**src/rtl/regport_pkg.sv**
```systemverilog
// Shared types and fixed protocol widths for the register port.
// Assumes a byte-oriented two-wire bus with 7-bit device addresses.
package regport_pkg;
    localparam int BYTE_W = 8;
    localparam int DEV_W  = 7;
    localparam int CNT_W  = 4;

    typedef enum logic [2:0] {
        ST_IDLE,
        ST_RX,
        ST_RX_ACK,
        ST_TX,
        ST_TX_ACK
    } port_state_t;

    typedef enum logic [1:0] {
        BK_DEV,
        BK_PTR,
        BK_DATA
    } byte_kind_t;
endpackage

```
**src/rtl/regport_line_sync.sv**
```systemverilog
// Synchronises the bus clock, bus data and hold lines into clk, then flags
// clock edges and start/stop conditions one cycle after they are seen.
// Assumes each bus phase lasts several clk cycles.
module regport_line_sync #(
    parameter int STAGES = 2
) (
    input  logic clk,
    input  logic rst_n,
    input  logic scl_in,
    input  logic sda_in,
    input  logic hold_in,
    output logic scl_s,
    output logic sda_s,
    output logic hold_s,
    output logic scl_rise,
    output logic scl_fall,
    output logic start_det,
    output logic stop_det
);
    localparam int LINES = 3;
    localparam logic [LINES-1:0] IDLE_LVL = 3'b011;

    logic [LINES-1:0] chain [STAGES];
    logic             scl_p;
    logic             sda_p;

    // Shift the raw lines through the synchroniser chain.
    always_ff @(posedge clk) begin
        if (!rst_n) begin
            for (int i = 0; i < STAGES; i++) chain[i] <= IDLE_LVL;
        end else begin
            chain[0] <= {hold_in, sda_in, scl_in};
            for (int i = 1; i < STAGES; i++) chain[i] <= chain[i-1];
        end
    end

    assign scl_s  = chain[STAGES-1][0];
    assign sda_s  = chain[STAGES-1][1];
    assign hold_s = chain[STAGES-1][2];

    // Keep the previous synchronised levels for edge detection.
    always_ff @(posedge clk) begin
        if (!rst_n) begin
            scl_p <= 1'b1;
            sda_p <= 1'b1;
        end else begin
            scl_p <= scl_s;
            sda_p <= sda_s;
        end
    end

    assign scl_rise  = scl_s & ~scl_p;
    assign scl_fall  = ~scl_s & scl_p;
    assign start_det = scl_s & scl_p & ~sda_s & sda_p;
    assign stop_det  = scl_s & scl_p & sda_s & ~sda_p;
endmodule

```
**src/rtl/regport_addr_cfg.sv**
```systemverilog
// Holds the bus-programmable device address and its enable bit, and decides
// whether a received device address selects this port.
// Assumes writes arrive as a one-cycle strobe with the full config byte.
module regport_addr_cfg
    import regport_pkg::*;
#(
    parameter logic [DEV_W-1:0] DEFAULT_ADDR = '0
) (
    input  logic              clk,
    input  logic              rst_n,
    input  logic              cfg_we,
    input  logic [BYTE_W-1:0] cfg_wd,
    input  logic [DEV_W-1:0]  cand_addr,
    output logic              dev_match,
    output logic [BYTE_W-1:0] cfg_value
);
    logic             addr_en;
    logic [DEV_W-1:0] dev_addr;

    // Capture the configuration byte on a write strobe.
    always_ff @(posedge clk) begin
        if (!rst_n) begin
            addr_en  <= 1'b0;
            dev_addr <= '0;
        end else if (cfg_we) begin
            addr_en  <= cfg_wd[BYTE_W-1];
            dev_addr <= cfg_wd[DEV_W-1:0];
        end
    end

    // Compare against the programmed address once enabled, else the default.
    always_comb begin
        if (addr_en) dev_match = (cand_addr == dev_addr);
        else         dev_match = (cand_addr == DEFAULT_ADDR);
    end

    assign cfg_value = {addr_en, dev_addr};
endmodule

```
**src/rtl/regport_i2c_slave.sv**
```systemverilog
// Two-wire slave register port: frames bytes, acknowledges, loads and
// advances the register pointer, writes and reads registers, and drives the
// open-drain data line. Assumes reg_rd_data follows reg_rd_addr combinationally.
module regport_i2c_slave
    import regport_pkg::*;
#(
    parameter int                SYNC_STAGES  = 2,
    parameter logic [DEV_W-1:0]  DEFAULT_ADDR = '0,
    parameter logic [BYTE_W-1:0] CFG_PTR      = 8'hFF
) (
    input  logic              clk,
    input  logic              rst_n,
    input  logic              cs_strap,
    input  logic              hold_in,
    input  logic              scl_in,
    input  logic              sda_in,
    output logic              sda_oe,
    output logic              reg_wr_en,
    output logic [BYTE_W-1:0] reg_wr_addr,
    output logic [BYTE_W-1:0] reg_wr_data,
    output logic [BYTE_W-1:0] reg_rd_addr,
    input  logic [BYTE_W-1:0] reg_rd_data
);
    localparam logic [CNT_W-1:0] LAST_BIT = CNT_W'(BYTE_W - 1);
    localparam logic [CNT_W-1:0] FULL     = CNT_W'(BYTE_W);

    logic scl_s, sda_s, hold_s;
    logic scl_rise, scl_fall, start_det, stop_det;

    logic              mode_q;
    port_state_t       state;
    byte_kind_t        kind;
    logic              rw_read;
    logic              master_ack;
    logic [CNT_W-1:0]  bit_cnt;
    logic [BYTE_W-1:0] shreg;
    logic [BYTE_W-1:0] ptr;
    logic              cfg_we;
    logic [BYTE_W-1:0] cfg_wd;
    logic              dev_match;
    logic [BYTE_W-1:0] cfg_value;
    logic [BYTE_W-1:0] rd_byte;

    regport_line_sync #(
        .STAGES   (SYNC_STAGES)
    ) u_sync (
        .clk      (clk),
        .rst_n    (rst_n),
        .scl_in   (scl_in),
        .sda_in   (sda_in),
        .hold_in  (hold_in),
        .scl_s    (scl_s),
        .sda_s    (sda_s),
        .hold_s   (hold_s),
        .scl_rise (scl_rise),
        .scl_fall (scl_fall),
        .start_det(start_det),
        .stop_det (stop_det)
    );

    regport_addr_cfg #(
        .DEFAULT_ADDR(DEFAULT_ADDR)
    ) u_cfg (
        .clk      (clk),
        .rst_n    (rst_n),
        .cfg_we   (cfg_we),
        .cfg_wd   (cfg_wd),
        .cand_addr(shreg[BYTE_W-1:1]),
        .dev_match(dev_match),
        .cfg_value(cfg_value)
    );

    // Select the byte to send: config register or external register file.
    always_comb begin
        if (ptr == CFG_PTR) rd_byte = cfg_value;
        else                rd_byte = reg_rd_data;
    end

    assign reg_rd_addr = ptr;

    // Main framing state machine, clocked by oversampled bus events.
    always_ff @(posedge clk) begin
        if (!rst_n) begin
            mode_q      <= cs_strap;
            state       <= ST_IDLE;
            kind        <= BK_DEV;
            rw_read     <= 1'b0;
            master_ack  <= 1'b0;
            bit_cnt     <= '0;
            shreg       <= '0;
            ptr         <= '0;
            sda_oe      <= 1'b0;
            reg_wr_en   <= 1'b0;
            reg_wr_addr <= '0;
            reg_wr_data <= '0;
            cfg_we      <= 1'b0;
            cfg_wd      <= '0;
        end else begin
            reg_wr_en <= 1'b0;
            cfg_we    <= 1'b0;
            if (!mode_q || hold_s) begin
                state  <= ST_IDLE;
                sda_oe <= 1'b0;
            end else if (start_det) begin
                state   <= ST_RX;
                kind    <= BK_DEV;
                bit_cnt <= '0;
                sda_oe  <= 1'b0;
            end else if (stop_det) begin
                state  <= ST_IDLE;
                sda_oe <= 1'b0;
            end else begin
                case (state)
                    ST_RX: begin
                        if (scl_rise && bit_cnt != FULL) begin
                            shreg   <= {shreg[BYTE_W-2:0], sda_s};
                            bit_cnt <= bit_cnt + 1'b1;
                        end else if (scl_fall && bit_cnt == FULL) begin
                            case (kind)
                                BK_DEV: begin
                                    if (dev_match) begin
                                        rw_read <= shreg[0];
                                        sda_oe  <= 1'b1;
                                        state   <= ST_RX_ACK;
                                    end else begin
                                        state <= ST_IDLE;
                                    end
                                end
                                BK_PTR: begin
                                    ptr    <= shreg;
                                    sda_oe <= 1'b1;
                                    state  <= ST_RX_ACK;
                                end
                                default: begin
                                    if (ptr == CFG_PTR) begin
                                        cfg_we <= 1'b1;
                                        cfg_wd <= shreg;
                                    end else begin
                                        reg_wr_en   <= 1'b1;
                                        reg_wr_addr <= ptr;
                                        reg_wr_data <= shreg;
                                    end
                                    ptr    <= ptr + 1'b1;
                                    sda_oe <= 1'b1;
                                    state  <= ST_RX_ACK;
                                end
                            endcase
                        end
                    end
                    ST_RX_ACK: begin
                        if (scl_fall) begin
                            bit_cnt <= '0;
                            if (kind == BK_DEV && rw_read) begin
                                shreg  <= rd_byte;
                                sda_oe <= ~rd_byte[BYTE_W-1];
                                kind   <= BK_DATA;
                                state  <= ST_TX;
                            end else begin
                                sda_oe <= 1'b0;
                                kind   <= (kind == BK_DEV) ? BK_PTR : BK_DATA;
                                state  <= ST_RX;
                            end
                        end
                    end
                    ST_TX: begin
                        if (scl_fall) begin
                            if (bit_cnt == LAST_BIT) begin
                                sda_oe <= 1'b0;
                                ptr    <= ptr + 1'b1;
                                state  <= ST_TX_ACK;
                            end else begin
                                shreg   <= {shreg[BYTE_W-2:0], 1'b0};
                                sda_oe  <= ~shreg[BYTE_W-2];
                                bit_cnt <= bit_cnt + 1'b1;
                            end
                        end
                    end
                    ST_TX_ACK: begin
                        if (scl_rise) begin
                            master_ack <= ~sda_s;
                        end else if (scl_fall) begin
                            if (master_ack) begin
                                shreg   <= rd_byte;
                                sda_oe  <= ~rd_byte[BYTE_W-1];
                                bit_cnt <= '0;
                                state   <= ST_TX;
                            end else begin
                                state <= ST_IDLE;
                            end
                        end
                    end
                    default: begin
                        sda_oe <= 1'b0;
                    end
                endcase
            end
        end
    end
endmodule

```
**config.mk**
```make
export PLATFORM = sky130hd
export DESIGN_NAME = regport_i2c_slave
export DESIGN_NICKNAME = d
export VERILOG_FILES = /design/src/rtl/regport_pkg.sv /design/src/rtl/regport_line_sync.sv /design/src/rtl/regport_addr_cfg.sv /design/src/rtl/regport_i2c_slave.sv
export SDC_FILE = /design/constraint.sdc
export NUM_CORES = 1
export LEC_CHECK = 0
export BUFFER_PORTS_ARGS = -buffer_cell sky130_fd_sc_hd__buf_2
export CAP_MARGIN = 5
export CELL_PAD_IN_SITES_DETAIL_PLACEMENT = 1
export CELL_PAD_IN_SITES_GLOBAL_PLACEMENT = 1
export CORE_AREA = 3 3 94 96
export DETAILED_ROUTE_END_ITERATION = 7
export DIE_AREA = 0 0 97 99
export GPL_TIMING_DRIVEN = 0
export HOLD_SLACK_MARGIN = 0.12
export PLACE_DENSITY = 0.77
export SLEW_MARGIN = 20
export SYNTH_ARGS = -nofsm -noshare
export SYNTH_HDL_FRONTEND = slang
export SYNTH_SLANG_ARGS = --single-unit
```
**constraint.sdc**
```tcl
create_clock -name clk -period 3.5 [get_ports clk]
set_clock_uncertainty 0.15 [all_clocks]
set_input_delay 0.525 -clock clk [delete_from_list [all_inputs] [get_ports clk]]
set_output_delay 0.525 -clock clk [all_outputs]
set_load 0.01 [all_outputs]
```
# --- Yosys cells after proc, flatten, opt, wreduce, memory -nomap -nowiden ---
# Memories as Yosys holds them, arrays and structs flattened.
# Index checks and enable logic that the tools add are counted.
classes:
  bitwise: 24
  eq_ne: 38
  mux: 65
  addsub: 2
  reduce_logical: 28
ops:
  columns: ["op", "n"]
  rows:
  - ["2-to-1 mux 8 bit", 13]
  - ["AND reduction 8 bit", 6]
  - ["2-to-1 mux 4 bit", 9]
  - ["!= test 4 bit, second input constant", 8]
  - ["case mux 8 bit (2 select lines)", 2]
  - ["case mux 8 bit (4 select lines)", 1]
  - ["2-to-1 mux 3 bit", 10]
  - ["!= test 2 bit, second input constant", 13]
  - ["!= test 3 bit, second input constant", 8]
  - ["2-to-1 mux 1 bit", 18]
  - ["2-to-1 mux 2 bit", 9]
  - ["case mux 4 bit (4 select lines)", 1]
  - ["inverter 1 bit", 15]
  - ["case mux 3 bit (4 select lines)", 1]
  - ["AND reduction 12 bit", 1]
  - ["AND reduction 10 bit", 1]
  - ["AND reduction 9 bit", 1]
  - ["OR reduction 9 bit", 1]
  - ["adder 8 x 1 -> 8 bit, second input constant", 1]
  - ["equality test 8 bit, second input constant", 1]
  - ["bitwise AND 1 bit", 7]
  - ["equality test 7 bit", 1]
  - ["logical NOT 7 bit", 1]
  - ["equality test 3 x 2 -> 1 bit, second input constant", 2]
  - ["20 further kinds", 26]
word_totals:
  word_cells: 177
  regBits: 65
  out_inout_bits: 26
  memories: 1
  ramBits: 6
mem_list:
  columns: ["name", "words", "word_bits", "read_ports", "rd_clocked_by_memory_dff", "write_ports", "line", "source"]
  rows:
  - ["u_sync.chain", 2, 3, 2, 0, 2, "regport_line_sync.sv:23", "logic [LINES-1:0] chain [STAGES];"]

# --- Logic depth before layout (Yosys ltp) ---
depth:
  depth_word: 9
  mapped_depth: 8
  ltp_nobuf: 7

# --- By module ---
# From an unflattened synthesis, not the netlist that was laid out.
unflattened:
  cells_unflattened: 394
  hier_area_um2: 3424.5
by_module_without_submodules:
  columns: ["module", "cells_per_inst", "instances", "area_per_inst_um2", "seq_area_each_um2"]
  rows:
  - ["regport_i2c_slave", 335, 1, 2773.9, 1111.1]
  - ["regport_addr_cfg", 39, 1, 407.9, 160.2]
  - ["regport_line_sync", 20, 1, 242.7, 160.2]

# --- Least setup slack after synthesis ---
# Ideal clock, no wire load.
synth_timing:
  path_kind: "register -> register"
  startpoint: "reg ptr[0] (netlist: reg_rd_addr[0])"
  endpoint: "reg shreg[4]"
  path_stages_with_launch: 8
  slack_ns: 1.392
  n_path_buf: 1
  setup_ns: 0.116
  arrival_ns: 1.842
  cell_sequence: "dfxtp_1 -> ha_1 -> and3_1 -> nand3_1 -> buf_2 -> mux2i_1 -> o21ai_0 -> a31o_2"
synth_via:
  elab_chain_cells: 6
  elab_cells_between_ends: 8
  classes_between: "eq/ne: 1; mux: 7"
synth_rtl:
  columns: ["element", "line", "source"]
  rows:
  - ["start: declaration", "regport_i2c_slave.sv:37", "logic [BYTE_W-1:0] ptr;"]
  - ["start signal: assignment", "regport_i2c_slave.sv:130", "ptr <= shreg;"]
  - ["start signal: assignment", "regport_i2c_slave.sv:143", "ptr <= ptr + 1'b1;"]
  - ["start signal: assignment", "regport_i2c_slave.sv:169", "ptr <= ptr + 1'b1;"]
  - ["equality test 8 bit *", "regport_i2c_slave.sv:75", "if (ptr == CFG_PTR) rd_byte = cfg_value;"]
  - ["2-to-1 mux 8 bit *", "regport_i2c_slave.sv:75", null]
  - ["2-to-1 mux 8 bit", "regport_i2c_slave.sv:182", "if (master_ack) begin"]
  - ["2-to-1 mux 8 bit", "regport_i2c_slave.sv:181", "end else if (scl_fall) begin"]
  - ["2-to-1 mux 8 bit", "regport_i2c_slave.sv:179", "if (scl_rise) begin"]
  - ["case mux 8 bit (4 select lines) *", "regport_i2c_slave.sv:113", "case (state)"]
  - ["end signal: assignment", "regport_i2c_slave.sv:116", "shreg <= {shreg[BYTE_W-2:0], sda_s};"]
  - ["end signal: assignment", "regport_i2c_slave.sv:172", "shreg <= {shreg[BYTE_W-2:0], 1'b0};"]
  - ["end signal: assignment", "regport_i2c_slave.sv:183", "shreg <= rd_byte;"]
  - ["end: declaration", "regport_i2c_slave.sv:36", "logic [BYTE_W-1:0] shreg;"]
# Mark *: on every way between the ends. The rest lies on a longest branch, timed or not. The select of a mux whose other input is x is not followed.
# A chain may end at the register's enable or synchronous reset.

# --- Final worst setup path ---
layout_timing:
  startpoint: "reg ptr[0] (netlist: reg_rd_addr[0])"
  endpoint: "reg shreg[5]"
# Same word-level chain as after synthesis.

==> metrics.md <==
| Metric | Value |
|---|---|
| Status | `finished clean` |
| Worst-path clk slew | `approximately 0.08 ns` |
| IO Port Bufs | `39` |
| Clock Power Share | `a little over two fifths` |
| Post-Syn Area | `3641 um^2` |
| Core area | `just over 8000 um^2` |
| Worst slew pin tran | `~0.75 ns` |
| Final ANT Viol Nets | `0` |
| Startpoint of the worst hold path | `cs_strap` |
| GP Congestion | `around 0.87` |
| Initial Utilization | `44.76%` |
| Pwr Density | `379.0 nW/um^2` |
| Synth Area per Inst | `between 8 and 9 um^2` |
| Vias in the first global route | `between 3000 and 4000` |
| Postcts setup bufs | `0` |
| First-pass GRT wire length | `18020 um` |
| Max VDD drop | `0.0002415 V` |
| Fmax | `a little under 0.4 GHz` |
| # rows | `33` |
| Area Growth Syn to Fin | `14.47%` |
| Design Area, Final | `~4200 um^2` |
| Top Ports | `40` |
| Hpwl dp | `~7800 um` |
| Ys flop type | `dfxtp_1` |
| Routed len/inst | `between 15 and 20 um` |
| Via count | `between 3000 and 4000` |
| Fin util | `between 50% and 60%` |
| Slew Viols, Final | `0` |
| Hold Slack | `0.1947 ns` |
| WP data arrival | `2.62 ns` |
| Total grt overflow | `0` |
| Synth area leaders | `dfxtp_1 (38%), nand2_1 (6.2%), a21oi_1 (5.8%)` |
| GRT Total Usage | `between 20% and 30%` |
| Finish-stage setup viols | `0` |
| Cell Area, Placed | `about 4000 um^2` |
| Hold Fails Final Rpt | `0` |
| Worst Setup End Kind | `flip-flop` |
| Finished Layout Cells | `~590` |
| Die width | `a little under 100 um` |
| Comb pwr share | `5.2%` |
| Internal | `~1.2 mW` |
| Layout cells sized above 1 | `around a fifth` |
| Switching pwr | `~0.40 mW` |
| # placed instances | `573` |
| Tot Pwr | `about 1.6 mW` |
| Crit path time final | `~2.5 ns` |
| Post-layout nets | `496` |
| Routed wire length | `10790 um` |
| Critical path fanouts, max | `10` |
| Deepest clock path buffer count | `2` |
| Leakage | `between 1.5 and 2 nW` |
| Flops & latches, synth | `71` |
| Switch share | `roughly a quarter` |
| Yosys top cell by area | `dfxtp_1` |
| Die Ht | `~99 um` |
| H-tree depth | `3` |
| N_diodes | `0` |
| Antenna violations before repair | `0` |
| 1st-pass router iterations | `4` |
| DR iter-0 viols | `slightly above 200` |
| Root cell of the clock tree | `clkbuf_8` |
| Drt drc | `0` |
| Fin crit share | `71.80%` |
| CP Launch Type | `flip-flop` |
| Yosys cell types | `between 60 and 70` |
| HP Class | `in2reg` |
| CP Class | `reg2reg` |
| Ys async rst share | `0%` |
| Synthesized net count | `~450` |
| Largest net degree at the start of global routing | `14` |
| Resize count post-CTS | `0` |
| Clock buffer count from CTS | `9` |
| Clock Sinks | `between 70 and 80` |
| Register area share after synthesis | `39.31%` |
| Clk_lat worst skew | `around 0.36 ns` |
| Max cap viols | `0` |
| Setup slack at placement | `between 1 and 1.5 ns` |
| Required time of the critical path | `~3.6 ns` |
| Die area | `9603 um^2` |
| Hold-fix buffers at CTS | `0` |
| Yosys warning total | `0` |
| Final TNS setup | `0 ns` |
| Mapped Cells | `429` |
| Seq pwr share | `51.9%` |
| RR Startpoint | `reg_rd_addr[0]` |
| Number of synthesized flops with an enable pin | `1` |
| CP startpoint | `reg_rd_addr[0]` |
| Worst Slack Setup Final | `slightly below 1 ns` |
| RSZ-0062 raised after global routing | `false` |
| Fraction of post-synthesis cell area in the top cell type by area | `between 30% and 40%` |
| Slew headroom | `49.38%` |
| CTS tree | `built` |
| Via density | `5.873` |
## synth_stat cells (4+ instances only)
| library cell | n |
|---|---|
| dfxtp_1 | 70 |
| nand2_1 | 60 |
| a21oi_1 | 42 |
| nand3_1 | 32 |
| mux2i_1 | 18 |
| nor2_1 | 18 |
| o21ai_0 | 15 |
| clkbuf_1 | 13 |
| a31o_2 | 11 |
| nand2b_1 | 11 |
| and3_1 | 9 |
| buf_2 | 9 |
| xnor2_1 | 8 |
| inv_1 | 7 |
| nor3b_1 | 6 |
| nor4_1 | 6 |
| o31ai_1 | 6 |
| nand3b_1 | 5 |
| nor2b_1 | 5 |
| a211oi_1 | 4 |
| buf_6 | 4 |
| nand4_1 | 4 |
| nor3_1 | 4 |
## final cells by class
class                           count  area [um^2]
Sequential cell                    71         1431
Inverter                            7        26.28
Fill cell                        1003         3966
Tap cell                          105        131.4
Clock buffer                       10        127.6
Clock inverter                      6        67.56
Timing Repair Buffer               39        195.2
Multi-Input combinational cell    322         2034
Buffer                             29        153.9
## cell usage in the layout, fill, tap and decap left out, types with 8 or more instances in the layout
cell       n
a21oi_1   42
a31o_2    11
and3_1     9
buf_2     48
clkbuf_1  14
clkbuf_8   9
dfxtp_1   70
mux2i_1   18
nand2_1   60
nand2b_1  11
nand3_1   32
nor2_1    18
o21ai_0   15
xnor2_1    8
## critical path, stage by stage (launching register included)
cell and delay (ns):
dfxtp_1 0.38, ha_1 0.28, and3_1 0.24, nand3_1 0.33, buf_2 0.37, mux2i_1 0.30, o21ai_0 0.11, a31o_2 0.26
## state kept, by name, summed over array words and instances, names as in the netlist
| register | flops |
|---|---|
| reg_wr_en | 1 |
| sda_oe | 1 |
| rw_read | 1 |
| kind | 2 |
| u_cfg.addr_en | 1 |
| u_sync.chain | 6 |
| bit_cnt | 4 |
| u_sync.scl_p | 1 |
| reg_rd_addr | 8 |
| u_sync.sda_p | 1 |
| shreg | 8 |
| cfg_wd | 8 |
| mode_q | 1 |
| u_cfg.dev_addr | 7 |
| state | 3 |
| master_ack | 1 |
| cfg_we | 1 |
| reg_wr_data | 8 |
| reg_wr_addr | 8 |
## layer usage
metal  vias to the layer above  track usage, %  wire length [um]
li1                       1659               -                 -
met3                        14           4.105               599
met4                         0           8.207               148
met5                         -               0                 0
met2                        83           36.04              4906
met1                      1703           32.62              5141
## cell families (layout without fill, tap and decap cells)
group,after synthesis,count (layout),share of synthesized area (%)
AOI/OAI and AO/OA,111,111,20.34
xor gates and xnor gates,8,8,1.924
adders and majority gates,3,3,1.031
buffers and inverters,36,91,4.949
DFF,71,71,39.31
muxes,21,21,5.876
and+or+nand+nor,179,179,26.56
## path summary, 6_finish.rpt
kind | end | cells past startpoint | slack [ns]
worst min register to register | u_sync.chain[0][4] | 1 | 0.26
worst min-delay path | mode_q | 1 | 0.19
worst max-delay path | shreg[5] | 7 | 0.99
worst max register to register | shreg[5] | 7 | 0.99
## power by group through the flow
stage | sequential [mW] | clock (mW) | combinational (mW)
2_1_floorplan | 0.837 | 0 | 0.0534
3_3_place_gp | 0.838 | 0 | 0.0794
3_5_place_dp | 0.838 | 0 | 0.0813
4_1_cts | 0.819 | 0.686 | 0.0816
5_1_grt | 0.821 | 0.724 | 0.0910
6_report | 0.819 | 0.678 | 0.0826
No activity file was read; power rests on OpenSTA's default activity.
